<file path="src/rtl/sram_seq_pkg.sv">
package sram_seq_pkg;

  typedef enum logic [2:0] {
    PH_IDLE   = 3'd0,
    PH_SETUP  = 3'd1,
    PH_STROBE = 3'd2,
    PH_DHOLD  = 3'd3,
    PH_AHOLD  = 3'd4,
    PH_RACC   = 3'd5,
    PH_RREL   = 3'd6
  } phase_e;

  function automatic int unsigned smax(input int unsigned a, input int unsigned b);
    return (a > b) ? a : b;
  endfunction

endpackage

</file>
<file path="src/rtl/sram_phase_timer.sv">
module sram_phase_timer #(
  parameter int W = 3
) (
  input  logic         clk,
  input  logic         rst,
  input  logic         restart,
  output logic [W-1:0] count,
  output logic [W-1:0] count_nxt
);

  localparam logic [W-1:0] TOP = {W{1'b1}};

  // Saturating up-counter, cleared whenever the phase changes.
  always_comb begin
    if (restart)          count_nxt = '0;
    else if (count == TOP) count_nxt = count;
    else                  count_nxt = count + 1'b1;
  end

  always_ff @(posedge clk) begin
    if (rst) count <= '0;
    else     count <= count_nxt;
  end

endmodule

</file>
<file path="src/rtl/sram_cycle_guard.sv">
module sram_cycle_guard #(
  parameter int unsigned CYCLE_MIN = 10
) (
  input  logic clk,
  input  logic rst,
  input  logic start,
  output logic done
);

  localparam int GW = $clog2(CYCLE_MIN);
  localparam logic [GW-1:0] LAST = GW'(CYCLE_MIN - 1);

  logic [GW-1:0] cnt;

  // Zero means no operation is inside its minimum cycle window.
  always_ff @(posedge clk) begin
    if (rst)               cnt <= '0;
    else if (start)        cnt <= GW'(1);
    else if (cnt == LAST)  cnt <= '0;
    else if (cnt != '0)    cnt <= cnt + 1'b1;
  end

  assign done = (cnt == '0);

  AST_GUARD_START_WHEN_DONE: assert property (@(posedge clk) disable iff (rst)
    start |-> done);

endmodule

</file>
<file path="src/rtl/sram_seq_fsm.sv">
module sram_seq_fsm
  import sram_seq_pkg::*;
#(
  parameter int unsigned SETUP_CYC     = 1,
  parameter int unsigned PULSE_MIN     = 3,
  parameter int unsigned DRV_OFF       = 2,
  parameter int unsigned DSETUP        = 2,
  parameter int unsigned HOLD_CYC      = 1,
  parameter int unsigned AHOLD_CYC     = 1,
  parameter int unsigned ACCESS_CYC    = 3,
  parameter bit          OE_HELD_HIGH  = 1'b0,
  parameter bit          CS_ENDS_WRITE = 1'b0
) (
  input  logic   clk,
  input  logic   rst,
  input  logic   fire,
  input  logic   fire_write,
  output phase_e phase,
  output logic   cs_n,
  output logic   we_n,
  output logic   oe_n,
  output logic   dq_oe,
  output logic   capture
);

  localparam int unsigned PULSE_CYC = OE_HELD_HIGH ? smax(PULSE_MIN, DSETUP)
                                                   : smax(PULSE_MIN, DRV_OFF + DSETUP);
  localparam int unsigned MAXLEN = smax(smax(smax(SETUP_CYC, PULSE_CYC),
                                             smax(HOLD_CYC, AHOLD_CYC)),
                                        smax(ACCESS_CYC, DRV_OFF + 1));
  localparam int CW = $clog2(MAXLEN + 1);
  localparam logic [CW-1:0] DRV_IDX = CW'(DRV_OFF);

  phase_e        ph_q, ph_n;
  logic [CW-1:0] cnt, cnt_n, last_idx;
  logic          last, restart;
  logic          cs_sel, we_sel, oe_wr, drv_strobe;

  always_comb begin
    case (ph_q)
      PH_SETUP:  last_idx = CW'(SETUP_CYC - 1);
      PH_STROBE: last_idx = CW'(PULSE_CYC - 1);
      PH_DHOLD:  last_idx = CW'(HOLD_CYC - 1);
      PH_AHOLD:  last_idx = CW'(AHOLD_CYC - 1);
      PH_RACC:   last_idx = CW'(ACCESS_CYC - 1);
      default:   last_idx = '0;
    endcase
  end

  assign last = (cnt == last_idx);

  always_comb begin
    ph_n = ph_q;
    case (ph_q)
      PH_IDLE:   if (fire) ph_n = fire_write ? PH_SETUP : PH_RACC;
      PH_SETUP:  if (last) ph_n = PH_STROBE;
      PH_STROBE: if (last) ph_n = PH_DHOLD;
      PH_DHOLD:  if (last) ph_n = PH_AHOLD;
      PH_AHOLD:  if (last) ph_n = PH_IDLE;
      PH_RACC:   if (last) ph_n = PH_RREL;
      PH_RREL:   ph_n = PH_IDLE;
      default:   ph_n = PH_IDLE;
    endcase
  end

  assign restart = (ph_n != ph_q);

  sram_phase_timer #(.W(CW)) u_timer (
    .clk       (clk),
    .rst       (rst),
    .restart   (restart),
    .count     (cnt),
    .count_nxt (cnt_n)
  );

  // Which strobe closes the write.
  generate
    if (CS_ENDS_WRITE) begin : g_cs_ends
      assign cs_sel = (ph_n == PH_STROBE);
      assign we_sel = (ph_n == PH_STROBE) || (ph_n == PH_DHOLD);
    end else begin : g_we_ends
      assign cs_sel = (ph_n == PH_SETUP) || (ph_n == PH_STROBE) || (ph_n == PH_DHOLD);
      assign we_sel = (ph_n == PH_STROBE);
    end
  endgenerate

  // Output-enable policy during writes and the matching driver turn-on point.
  generate
    if (OE_HELD_HIGH) begin : g_oe_high
      assign oe_wr      = 1'b0;
      assign drv_strobe = (ph_n == PH_STROBE);
    end else begin : g_oe_low
      assign oe_wr      = (ph_n == PH_SETUP) || (ph_n == PH_STROBE);
      assign drv_strobe = (ph_n == PH_STROBE) && (cnt_n >= DRV_IDX);
    end
  endgenerate

  always_ff @(posedge clk) begin
    if (rst) begin
      ph_q  <= PH_IDLE;
      cs_n  <= 1'b1;
      we_n  <= 1'b1;
      oe_n  <= 1'b1;
      dq_oe <= 1'b0;
    end else begin
      ph_q  <= ph_n;
      cs_n  <= !(cs_sel || (ph_n == PH_RACC));
      we_n  <= !we_sel;
      oe_n  <= !(oe_wr || (ph_n == PH_RACC));
      dq_oe <= drv_strobe || (ph_n == PH_DHOLD);
    end
  end

  assign phase   = ph_q;
  assign capture = (ph_q == PH_RACC) && last;

  AST_NO_DRIVE_AT_STROBE_START: assert property (@(posedge clk) disable iff (rst)
    ($rose(!cs_n && !we_n) && !oe_n) |-> !dq_oe);

endmodule

</file>
<file path="src/rtl/sram_strobe_seq.sv">
module sram_strobe_seq
  import sram_seq_pkg::*;
#(
  parameter int unsigned AW            = 8,
  parameter int unsigned DW            = 16,
  parameter int unsigned SETUP_CYC     = 1,
  parameter int unsigned PULSE_MIN     = 3,
  parameter int unsigned DRV_OFF       = 2,
  parameter int unsigned DSETUP        = 2,
  parameter int unsigned HOLD_CYC      = 1,
  parameter int unsigned AHOLD_CYC     = 1,
  parameter int unsigned ACCESS_CYC    = 3,
  parameter int unsigned CYCLE_MIN     = 10,
  parameter bit          OE_HELD_HIGH  = 1'b0,
  parameter bit          CS_ENDS_WRITE = 1'b0
) (
  input  logic          clk,
  input  logic          rst,
  input  logic          req_valid,
  output logic          req_ready,
  input  logic          req_write,
  input  logic [AW-1:0] req_addr,
  input  logic [DW-1:0] req_wdata,
  output logic          rsp_valid,
  output logic [DW-1:0] rsp_rdata,
  output logic [AW-1:0] sram_addr,
  output logic          sram_cs_n,
  output logic          sram_we_n,
  output logic          sram_oe_n,
  output logic [DW-1:0] sram_dq_out,
  output logic          sram_dq_oe,
  input  logic [DW-1:0] sram_dq_in
);

  phase_e phase;
  logic   fire, guard_done, capture;

  assign req_ready = !rst && (phase == PH_IDLE) && guard_done;
  assign fire      = req_valid && req_ready;

  sram_cycle_guard #(.CYCLE_MIN(CYCLE_MIN)) u_guard (
    .clk   (clk),
    .rst   (rst),
    .start (fire),
    .done  (guard_done)
  );

  sram_seq_fsm #(
    .SETUP_CYC     (SETUP_CYC),
    .PULSE_MIN     (PULSE_MIN),
    .DRV_OFF       (DRV_OFF),
    .DSETUP        (DSETUP),
    .HOLD_CYC      (HOLD_CYC),
    .AHOLD_CYC     (AHOLD_CYC),
    .ACCESS_CYC    (ACCESS_CYC),
    .OE_HELD_HIGH  (OE_HELD_HIGH),
    .CS_ENDS_WRITE (CS_ENDS_WRITE)
  ) u_fsm (
    .clk        (clk),
    .rst        (rst),
    .fire       (fire),
    .fire_write (req_write),
    .phase      (phase),
    .cs_n       (sram_cs_n),
    .we_n       (sram_we_n),
    .oe_n       (sram_oe_n),
    .dq_oe      (sram_dq_oe),
    .capture    (capture)
  );

  // Address and write data registers: loaded only on acceptance.
  always_ff @(posedge clk) begin
    if (rst) begin
      sram_addr   <= '0;
      sram_dq_out <= '0;
    end else if (fire) begin
      sram_addr <= req_addr;
      if (req_write) sram_dq_out <= req_wdata;
    end
  end

  // Read capture.
  always_ff @(posedge clk) begin
    if (rst) begin
      rsp_valid <= 1'b0;
      rsp_rdata <= '0;
    end else begin
      rsp_valid <= capture;
      if (capture) rsp_rdata <= sram_dq_in;
    end
  end

  AST_ADDR_MOVES_ONLY_WE_HIGH: assert property (@(posedge clk) disable iff (rst)
    !$stable(sram_addr) |-> (sram_we_n && $past(sram_we_n)));

  AST_DATA_HELD_AFTER_END: assert property (@(posedge clk) disable iff (rst)
    (($rose(sram_we_n) && !$past(sram_cs_n)) || ($rose(sram_cs_n) && !$past(sram_we_n)))
      |-> (sram_dq_oe && $stable(sram_dq_out)));

  AST_NO_BUS_FIGHT_ON_READ: assert property (@(posedge clk) disable iff (rst)
    (!sram_cs_n && !sram_oe_n && sram_we_n) |-> !sram_dq_oe);

  AST_ACCEPT_DROPS_READY: assert property (@(posedge clk) disable iff (rst)
    (req_valid && req_ready) |=> !req_ready);

endmodule

</file>
<file path="config.mk">
export PLATFORM = sky130hd
export DESIGN_NAME = sram_strobe_seq
export DESIGN_NICKNAME = d
export VERILOG_FILES = /design/src/rtl/sram_seq_pkg.sv /design/src/rtl/sram_phase_timer.sv /design/src/rtl/sram_cycle_guard.sv /design/src/rtl/sram_seq_fsm.sv /design/src/rtl/sram_strobe_seq.sv
export SDC_FILE = /design/constraint.sdc
export NUM_CORES = 1
export LEC_CHECK = 0
export ABC_AREA = 0
export BUFFER_PORTS_ARGS = -buffer_cell sky130_fd_sc_hd__buf_2
export CAP_MARGIN = 15
export CORE_MARGIN = 10
export CORE_UTILIZATION = 48
export CTS_CLUSTER_DIAMETER = 50
export DETAILED_ROUTE_END_ITERATION = 8
export GPL_TIMING_DRIVEN = 0
export PLACE_DENSITY = 0.8
export SYNTH_ARGS = -nofsm -noshare
export SYNTH_HDL_FRONTEND = slang
export SYNTH_SLANG_ARGS = --single-unit
</file>
<file path="constraint.sdc">
create_clock -name clk -period 2.5 [get_ports clk]
set_input_delay 0.625 -clock clk [delete_from_list [all_inputs] [get_ports clk]]
set_output_delay 0.625 -clock clk [all_outputs]
set_load 0.05 [all_outputs]
</file>
Word-level counts from Yosys, hierarchy flattened
Index checks and enable logic that the tools add are counted.
- add/subtract/negate cells: 2
- $mul: 0
- div/mod/pow operators: 0
- magnitude comparators: 1
- equal/unequal tests: 13
- shift-type cells: 0
- mux-type cells: 14
- bitwise logic cells: 0
- reductions and logical operators: 20
- operators by type and width (cell ; count):
    $mux W3 ; 9
    $pmux W3 S6 ; 1
    $eq A3 B2 Y1 const B ; 4
    $eq A3 B3 Y1 const B ; 4
    $eq A3 B1 Y1 const B ; 2
    $logic_and A1 B1 Y1 ; 5
    $logic_or A1 B1 Y1 ; 5
    $add A4 B1 Y4 const B ; 1
    $eq A4 B4 Y1 const B ; 1
    $logic_not A1 Y1 ; 4
    $logic_not A4 Y1 ; 1
    $pmux W2 S2 ; 1
    $reduce_bool A4 Y1 ; 1
    $add A3 B1 Y3 const B ; 1
    $eq A3 B2 Y1 ; 1
    $ge A3 B2 Y1 const B ; 1
    $logic_not A3 Y1 ; 1
    $mux W1 ; 3
    $ne A3 B3 Y1 ; 1
    $reduce_bool A3 Y1 ; 1
    $reduce_or A3 Y1 ; 1
    $reduce_and A2 Y1 ; 1
- register bits: 55
- bits in latches: 0
- bits in writable memories: 0
- bits in read-only memories: 0
- input bits: 44
- output and inout port bits: 46
- logic and storage cells: 62
- memories kept: 0

Logic depth before layout (Yosys ltp)
- word-level depth: 11
- depth in mapped cells: 8
- depth with buffers taken out: 6

Modules after synthesis
From an unflattened synthesis, not the netlist that was laid out.
- cells, all modules: 276
- area, all modules: 2497.4 um^2
- modules (own cells, without submodules) (module ; times used ; cells each ; area each (um^2) ; seq. area each (um^2)):
    sram_strobe_seq ; 1 ; 170 ; 1562.7 ; 820.8
    sram_seq_fsm ; 1 ; 61 ; 511.7 ; 140.1
    sram_cycle_guard ; 1 ; 30 ; 270.3 ; 80.1
    sram_phase_timer ; 1 ; 15 ; 152.6 ; 60.1

Least setup slack after synthesis
OpenSTA, ideal clock, no wires.
- kind: input to output
- from: input port rst
- to: output port req_ready
- data arrival time: 1.834 ns
- data required time: 1.875 ns
- setup slack: 0.041 ns
- cell stages on the path: 3
- cells stage by stage: or4_1 -> buf_2 -> nor2_1
- word-level cells in the longest chain between the ends: 3
- ends and longest elaborated chain (element ; line ; source):
    start: declaration ; sram_strobe_seq.sv:18 ; input logic rst,
    $logic_not A1 Y1 ; sram_strobe_seq.sv:38 ; assign req_ready = !rst && (phase == PH_IDLE) && guard_done;
    $logic_and A1 B1 Y1 (2 in a row) ; sram_strobe_seq.sv:38 ;
    end: declaration ; sram_strobe_seq.sv:20 ; output logic req_ready,
No other way between the ends.

Worst setup path in the final report
- from: register u_guard.cnt[0]
- to: output port req_ready
- word-level cells in the longest chain between the ends: 2
- ends and longest elaborated chain (element ; line ; source):
    start: declaration ; sram_cycle_guard.sv:13 ; logic [GW-1:0] cnt;
    start signal: assignment ; sram_cycle_guard.sv:20 ; else if (cnt != '0) cnt <= cnt + 1'b1;
    $logic_not A4 Y1 ; sram_cycle_guard.sv:23 ; assign done = (cnt == '0);
    $logic_and A1 B1 Y1 ; sram_strobe_seq.sv:38 ;
No other way between the ends.

==> reports/metrics.cfg <==
[status]
status = completed

[pwr]
seq_power_share_pct = 44.2
pwr-share-clk_pct = 20.5
p_switching_w = 0.000875
switching_share_pct = 38.2
p_per_area_nw_per_um2 = 808
ir_drop_mv = 0.543
p_int_w = 0.00141
power_leakage_nw = 1.23
combPwrFrac_pct = 35.4

[detailed_routing]
routed_wl_microns = 5870
ant_nets = 0
first_pass_iters = 4
vias = 2102
drc = 0
routed_via_density = 5.20
avgRoutedWirePerCell_microns = 14.5
first_iter_violations = 107

[place]
preCtsSetupSlack_ns = 0.0393
place.gp.congestion = 0.885
port_buffers = 89
hpwl_microns = 4600

[sta]
final.min_clock_period_ns = 2.36
min_period_over_period_pct = 94.2
worst_slew_margin_rel_pct = 62.9
setup-tns-final_ns = 0
fmax_ghz = 0.424
hold_violations = 0
setup_viol = 0
rsz0062_at_grt = false
maxSlewViolCount = 0
fin_ws_ns = 0.144
tightest_slew_ns = 0.555
clock_skew_ns = 0.00564

[die]
core_region_area_sq_um = 4440
die_w_microns = 88.3
die_y_microns = 88.3
dieArea_sq_um = 7800
start_util_pct = 50.4
std_cell_rows = 24
ios = 90

[logic_synthesis]
ys_seq_area_share_pct = 49.2
post_synth_instance_area_sq_um = 2240
synth_edf_count = 0
async_flop_share_pct = 0
yosysTopAreaCell = dfxtp_1
synthesis.nets = 305
synth_area_per_cell_sq_um = 8.71
synth.distinct_cells = 40
yosysWarnings = 0
yosys.area.top_type_share_pct = 49.2
synth_flop_cell = dfxtp_1
ys_top_cells_by_area = dfxtp_1, nand2_1, mux2i_1
syn_inst = 257
ys_ff_latch = 55

[clocking]
cts_tree = done
clockBufferDepth = 2
ctsHoldBuffers = 0
clk_latency_ns = 0.29
cts_setup_buffers = 0
cts.sinks = 55
cts_made_buffers = 5
path_clk_slew_ns = 0.10
cts_root_buffer = clkbuf_8
h-tree-depth = 2

[setup_path]
arrival_ns = 1.73
crit_path_max_fanout = 6
cp.required_ns = 1.88
critPathCaptureType = output pin
critPathKind = flop to output pin
startpoint_type = flop

[finish]
num-nets-final = 400
final_core_utilization_pct = 63.7
drive_gt1_share_pct = 29.8
layout-area-overhead-vs-synth_pct = 26.6
diodes = 0

[flow_run]
drv_cap = 0

[global_routing]
grt_antenna_before_repair = 0
gr-total-overflow = 0
grt_pass1_wl_microns = 9430
grt_max_degree = 17
grt_pass1_vias = 2038
track_usage_pct = 14.7

[hold_path]
worstHoldPathType = flop to flop

[final cells by class]
type	instances	area (sq um)
fillers	395	1610
multi-input cells	180	1050
plain buffers	16	68.8
well taps	52	65.1
flip-flops and latches	55	1100
clock buffers	5	68.8
repair buffers	89	448
clock inverters	2	13.8
inverters	5	18.8
[power by group through the flow]
stage | clock (W) | sequential, W | combinational (W)
after CTS | 0.000480 | 0.00101 | 0.000803
after floorplan | 0 | 0.00119 | 0.000437
after global placement | 0 | 0.00103 | 0.000777
after detailed placement | 0 | 0.00103 | 0.000794
after global routing | 0.000519 | 0.00102 | 0.000883
final | 0.000468 | 0.00101 | 0.000810
[synthesized netlist by cell type, types with 2 or more instances]
cell / n
a21oi_1: 28
buf_2: 4
clkbuf_1: 12
dfxtp_1: 55
ha_1: 4
inv_1: 5
mux2i_1: 17
nand2_1: 54
nand3_1: 5
nand4_1: 4
nor2_1: 22
nor2b_1: 2
nor3_1: 5
nor3b_1: 2
nor4_1: 4
nor4b_1: 2
o21ai_0: 4
o22ai_1: 2
or3_1: 2
or3b_1: 2
or4_1: 2
xor2_1: 2
[registers in the layout (all words and copies together) (netlist names)]
name / flops
u_fsm.phase: 3
rsp_valid: 1
u_fsm.cs_n: 1
rsp_rdata: 16
u_fsm.we_n: 1
sram_dq_out: 16
u_fsm.oe_n: 1
sram_addr: 8
u_fsm.u_timer.count: 3
u_guard.cnt: 4
u_fsm.dq_oe: 1
[worst paths after layout]
check / startpoint / endpoint / slack [ns] / depth (start not counted)
setup / recovery: u_guard.cnt[0] / req_ready / 0.14 / 5
hold / removal: sram_dq_out[11] / sram_dq_out[11] / 0.45 / 2
setup reg to reg: u_guard.cnt[0] / u_fsm.oe_n / 0.28 / 6
hold reg to reg: sram_dq_out[11] / sram_dq_out[11] / 0.45 / 2
[critical path, stage by stage (launching register included)]
cell and delay (ns):
dfxtp_1 0.36, inv_1 0.11, ha_1 0.18, or3b_4 0.44
nor2_1 0.14, buf_4 0.21
[routing by layer]
layer | global-route usage (%) | wire [microns] | share of wire, %
met2 | 24.2 | 2720 | 46
met3 | 5.70 | 567 | 9.7
met4 | 3.08 | 52 | 0.89
met1 | 17.9 | 2520 | 43
met5 | 0 | 0 | 0
[what timing repair did]
item	4_1_cts	5_1_grt
gates resized for setup	1	1
setup endpoints to repair	1	2
pin swaps	0	1
[layout by cell type, fill, tap and decap left out, types with 2 or more instances in the layout]
master / instances
clkbuf_1: 11
nand4_1: 4
xor2_1: 2
o21ai_0: 4
dfxtp_1: 55
nor4_1: 4
o22ai_1: 2
or3_1: 2
or4_1: 2
nor2b_1: 2
ha_1: 4
nand2_1: 54
nor3_1: 5
nor3b_1: 2
inv_1: 5
nor4b_1: 2
buf_4: 2
a21oi_1: 28
nand3_1: 5
nor2_1: 22
buf_2: 92
clkbuf_8: 5
mux2i_1: 17
[metrics by stage]
stage	hold slack, ns	area [sq um]	std cells	power (W)
3_3_place_gp	0.435	2750	398	0.00180
5_1_grt	0.477	2830	404	0.00243
2_1_floorplan	0.498	2240	257	0.00162
6_report	0.453	2830	404	0.00229
3_5_place_dp	0.442	2750	398	0.00182
4_1_cts	0.455	2830	405	0.00229
[logic make-up after synthesis]
kind of cell,after synthesis,synth area share [%]
AND/OR/NAND/NOR,112,24.2
flip-flops,55,49.2
AO/OA/AOI/OAI,43,11.0
buffers and inverters,22,4.08
multiplexers,18,8.10
adder cells (fa/ha/maj),4,2.24
XOR/XNOR,3,1.17
No activity file was read; power rests on OpenSTA's default activity.
